==> src/rtl/bsr_pkg.sv <==
package bsr_pkg;
  localparam int unsigned NIB_W = 4;
  localparam int unsigned MSK_W = 3;

  typedef logic [NIB_W-1:0] nib_t;

  typedef enum logic [1:0] {
    ACC_NONE  = 2'd0,
    ACC_WHOLE = 2'd1,
    ACC_MASK  = 2'd2
  } acc_e;
endpackage

==> src/rtl/bsr_decode.sv <==
module bsr_decode #(
  parameter int unsigned NUM_REGS  = 2,
  parameter int unsigned ADDR_W    = 7,
  parameter int unsigned BASE_ADDR = 'h40
) (
  input  logic [ADDR_W-1:0]   addr_i,
  output logic [NUM_REGS-1:0] whole_sel_o,
  output logic [NUM_REGS-1:0] mask_sel_o,
  output logic [NUM_REGS-1:0] any_sel_o
);
  for (genvar k = 0; k < NUM_REGS; k++) begin : g_pair
    localparam logic [ADDR_W-1:0] A_WHOLE = ADDR_W'(BASE_ADDR + 2*k);
    localparam logic [ADDR_W-1:0] A_MASK  = ADDR_W'(BASE_ADDR + 2*k + 1);
    assign whole_sel_o[k] = (addr_i == A_WHOLE);
    assign mask_sel_o[k]  = (addr_i == A_MASK);
    assign any_sel_o[k]   = whole_sel_o[k] | mask_sel_o[k];
  end
endmodule

==> src/rtl/bsr_cell.sv <==
module bsr_cell
  import bsr_pkg::*;
(
  input  logic clk_i,
  input  logic rst_ni,
  input  acc_e acc_i,
  input  nib_t wdata_i,
  output nib_t q_o
);
  nib_t q_q, q_d;
  logic [MSK_W-1:0] pick;

  assign pick = wdata_i[MSK_W-1:0];

  always_comb begin
    q_d = q_q;
    unique case (acc_i)
      ACC_WHOLE: q_d = wdata_i;
      ACC_MASK: begin
        if (pick == '0) begin
          // empty mask: act on top bit only
          q_d[NIB_W-1] = wdata_i[NIB_W-1];
        end else if (wdata_i[NIB_W-1]) begin
          q_d[MSK_W-1:0] = q_q[MSK_W-1:0] | pick;
        end else begin
          q_d[MSK_W-1:0] = q_q[MSK_W-1:0] & ~pick;
        end
      end
      default: q_d = q_q;
    endcase
  end

  always_ff @(posedge clk_i or negedge rst_ni) begin
    if (!rst_ni) q_q <= '0;
    else         q_q <= q_d;
  end

  assign q_o = q_q;
endmodule

==> src/rtl/bsr_rdmux.sv <==
module bsr_rdmux
  import bsr_pkg::*;
#(
  parameter int unsigned NUM_REGS = 2
) (
  input  logic [NUM_REGS-1:0]            sel_i,
  input  logic [NUM_REGS-1:0][NIB_W-1:0] regs_i,
  output nib_t                           rdata_o
);
  always_comb begin
    rdata_o = '0;
    for (int k = 0; k < NUM_REGS; k++) begin
      rdata_o = rdata_o | (regs_i[k] & {NIB_W{sel_i[k]}});
    end
  end
endmodule

==> src/rtl/bsr_regbank.sv <==
module bsr_regbank
  import bsr_pkg::*;
#(
  parameter int unsigned NUM_REGS  = 2,
  parameter int unsigned ADDR_W    = 7,
  parameter int unsigned BASE_ADDR = 'h40
) (
  input  logic              clk_i,
  input  logic              rst_ni,
  input  logic [ADDR_W-1:0] addr_i,
  input  logic              we_i,
  input  logic [3:0]        wdata_i,
  output logic [3:0]        rdata_o
);
  logic [NUM_REGS-1:0]            whole_sel, mask_sel, any_sel;
  logic [NUM_REGS-1:0][NIB_W-1:0] regs_q;

  bsr_decode #(
    .NUM_REGS (NUM_REGS),
    .ADDR_W   (ADDR_W),
    .BASE_ADDR(BASE_ADDR)
  ) u_decode (
    .addr_i     (addr_i),
    .whole_sel_o(whole_sel),
    .mask_sel_o (mask_sel),
    .any_sel_o  (any_sel)
  );

  for (genvar k = 0; k < NUM_REGS; k++) begin : g_reg
    acc_e acc;
    always_comb begin
      acc = ACC_NONE;
      if (we_i && whole_sel[k])     acc = ACC_WHOLE;
      else if (we_i && mask_sel[k]) acc = ACC_MASK;
    end

    bsr_cell u_cell (
      .clk_i  (clk_i),
      .rst_ni (rst_ni),
      .acc_i  (acc),
      .wdata_i(wdata_i),
      .q_o    (regs_q[k])
    );
  end

  bsr_rdmux #(.NUM_REGS(NUM_REGS)) u_rdmux (
    .sel_i  (any_sel),
    .regs_i (regs_q),
    .rdata_o(rdata_o)
  );
endmodule

==> config.mk <==
export PLATFORM = sky130hd
export DESIGN_NAME = bsr_regbank
export DESIGN_NICKNAME = d
export VERILOG_FILES = /design/src/rtl/bsr_pkg.sv /design/src/rtl/bsr_decode.sv /design/src/rtl/bsr_cell.sv /design/src/rtl/bsr_rdmux.sv /design/src/rtl/bsr_regbank.sv
export SDC_FILE = /design/constraint.sdc
export NUM_CORES = 1
export LEC_CHECK = 0
export CAP_MARGIN = 5
export CORE_UTILIZATION = 39
export CTS_BUF_LIST = sky130_fd_sc_hd__clkbuf_2 sky130_fd_sc_hd__clkbuf_4 sky130_fd_sc_hd__clkbuf_8
export DETAILED_ROUTE_END_ITERATION = 8
export PLACE_DENSITY = 0.68
export RECOVER_POWER = 50
export SETUP_SLACK_MARGIN = 0.5
export SLEW_MARGIN = 20
export SYNTH_ARGS = -nofsm -noshare
export SYNTH_HDL_FRONTEND = slang
export SYNTH_HIERARCHICAL = 1
export SYNTH_SLANG_ARGS = --single-unit
export TNS_END_PERCENT = 10
==> constraint.sdc <==
create_clock -name clk_i -period 3.14 [get_ports clk_i]
set_input_delay 0.628 -clock clk_i [delete_from_list [all_inputs] [get_ports clk_i]]
set_output_delay 0.628 -clock clk_i [all_outputs]
set_load 0.05 [all_outputs]
==> impl_metrics.yaml <==
logic_synthesis:
  netlist_instances: 71
  synth_seq_cells: 8
  synth.distinct_cells: 18
  seq_area_frac_synth_pct: 33.3
  netlist_area_um2: 601
  yosys_warnings: 6
  syn_area_per_cell_um2: 8.46
  syn_nets: 85
die:
  start_util_pct: 44.0
  ios: 18
  die_h_um: 41.2
  rows: 13
  core-area_mm2: 0.00137
  dieArea_mm2: 0.00170
  die_x_um: 41.2
cts:
  cts_buffer_depth: 2
  cts_made_buffers: 3
  htree_num_levels: 1
  clkSinkCount: 8
  clock_latency_ps: 260
  tritoncts: "done"
  clockRootBuffer: "clkbuf_4"
  postCtsSetupRepairBufs: 0
  clkSlewWorstSetupHoldPaths_ps: 60
  hold_buffers: 0
worst_setup_path:
  reg2reg_slack_ps: 2180
  crit_start: "addr_i[4]"
  cp.required_ps: 2510
  cp_slowest_stage_delay_ps: 600
  crit_family: "simple AND/OR/NAND/NOR gates"
  crit_slowest_cell: "or4b_1"
  reg2reg_depth: 3
  path_cells: "clkdlybuf4s15_1, or4b_1, nor3b_2, buf_4, a22o_1, buf_12"
  path_max_fanout: 6
  critical_path_class: "in2out"
  cp-end-kind: "output pin"
  critical_path_buf_inv_count: 3
  setup.worst_path.start_class: "input pin"
  endpoint: "rdata_o[0]"
  cp_data_arrival_time_ps: 2090
  cp.depth: 6
power_and_ir_drop:
  ir_drop_mv: 0.146
  powerDensity_mw_per_mm2: 254
  p_total_mw: 0.226
  p_leak_nw: 0.388
global_route:
  grt_util_all_layers_pct: 21.9
  use_met3_pct: 2.72
  grt_util_met2_pct: 35.9
  grt_pass1_wl_um: 2300
  overflow: 0
  grt_antenna_before_repair: 0
  grt-busiest-layer: "met2"
  use_met1_pct: 27.0
  first_global_vias: 533
  grt_start_max_net_pins: 9
placed_design:
  place_area_um2: 866
  dp_hpwl_um: 1180
  place_congestion: 0.764
  io_buffers: 17
final_layout:
  syn2layout_area_growth_pct: 48.5
  seq_area_um2: 200
  multi_input_area_um2: 425
  nNetsFinal: 110
  finalInstanceArea_um2: 892
  antenna_cells: 0
  fillers: 116
  drive_above_1_share_pct: 22.3
drt:
  initialDrtViolationCount: 13
  antenna_left: 0
  post_drt_wl_per_cell_um: 14.9
  vias: 666
  drtPass1Iterations: 4
  drcViolationCount: 0
  vias_per_cell: 6.11
  routed_wl_um: 1620
run_status:
  outcome: "complete, no violations"
sta:
  timing.final.crit_share_pct: 86.6
  slew_headroom_pct: 74.6
  finalMaxSlewViolations: 0
  setup_viol: 0
  fin_tns_setup_ps: 0
  rsz0062_at_grt: "yes"
  worstMarginPinSlew_ps: 379
  hold_viol_final: 0
  hold_ws_ps: 511
  fmaxAchievable_mhz: 368
  finalClockSkew_ps: 0
  fin_crit_ps: 2720
min_path:
  hold_path_class: "reg2reg"
  holdPathStages: 1
flow_run:
  maxCapViolations: 0
## final cells by class
class	instances	share of cell area, %
clock buffer	3	2.52
sequential	8	22.4
multi-input combinational	62	47.7
tap	15	2.10
timing repair buffer	21	25.2
## cells in the mapped netlist (all sizes together)
| cell type | number | share of area (%) |
|---|---|---|
| a21oi | 12 | 10 |
| a22o | 4 | 5.8 |
| and2 | 2 | 2.5 |
| and3b | 2 | 2.9 |
| buf | 1 | 0.83 |
| dfrtp | 8 | 33 |
| mux2 | 2 | 3.7 |
| nand2 | 3 | 1.9 |
| nand2b | 2 | 2.9 |
| nand3b | 6 | 7.5 |
| nor2 | 6 | 3.7 |
| nor3 | 8 | 6.7 |
| nor3b | 1 | 1.3 |
| nor4 | 1 | 1.0 |
| nor4b | 2 | 2.9 |
| o21ai | 2 | 1.7 |
| or2 | 6 | 6.3 |
| or4b | 3 | 5.0 |
## through the flow
step	utilization (%)	setup slack (ps)	std cells
after global placement	63.4	57.6	106
after CTS	65.2	503	109
final	65.3	421	109
after floorplan	-	405	71
after detailed placement	63.4	9.34	106
after global routing	65.3	356	109
## worst reg2reg max path: stages (launching register included)
cell     delay, ps
dfrtp_1        410
or2_1          230
a21oi_1        130
nor3_1          80
## cells by family after synthesis
logic type,synth area share [%]
buf+inv,0.833
mux,3.75
compound gates,17.5
simple gates,44.6
flops,33.3
## what timing repair did
item | 4_1_cts | 5_1_grt
gates resized for setup | 11 | 1
pin swaps | 4 | 2
endpoints found under the setup margin | 6 | 6
## how the worst min path moves through the flow
stage | from | endpoint
finish | g_reg[1].u_cell/q_o[3]$_DFFE_PN0P_ | g_reg[1].u_cell/q_o[3]$_DFFE_PN0P_
global route | g_reg[1].u_cell/q_o[3]$_DFFE_PN0P_ | g_reg[1].u_cell/q_o[3]$_DFFE_PN0P_
floorplan | rst_ni | async pin
CTS | g_reg[1].u_cell/q_o[3]$_DFFE_PN0P_ | g_reg[1].u_cell/q_o[3]$_DFFE_PN0P_
detailed placement | g_reg[1].u_cell/q_o[3]$_DFFE_PN0P_ | g_reg[1].u_cell/q_o[3]$_DFFE_PN0P_
global placement | g_reg[0].u_cell/q_o[3]$_DFFE_PN0P_ | g_reg[0].u_cell/q_o[3]$_DFFE_PN0P_
## routing by layer
layer	vias up	wire [µm]
li1	320	-
met1	305	727
met2	35	745
met3	6	124
met4	0	21
met5	-	0
## where the power goes
group          switching, mW  internal (mW)
logic                 0.0149         0.0188
registers            0.00222          0.106
clock network         0.0400         0.0441
total                 0.0572          0.169
## layout by cell type, fill, tap and decap left out, drive strengths merged
cell / netlist / layout
nand2: 3 / 3
nor4b: 2 / 2
and3b: 2 / 2
nor3b: 1 / 1
nor4: 1 / 1
a22o: 4 / 4
buf: 1 / 9
nand3b: 6 / 6
or4b: 3 / 3
dlygate4sd2: 0 / 1
clkbuf: 0 / 4
clkdlybuf4s50: 0 / 8
dfrtp: 8 / 8
o21ai: 2 / 2
nor2: 6 / 6
clkdlybuf4s15: 0 / 1
and2: 2 / 2
mux2: 2 / 2
nor3: 8 / 8
nand2b: 2 / 2
or2: 6 / 6
dlygate4sd3: 0 / 1
a21oi: 12 / 12
Power figures use the tool's default switching activity.
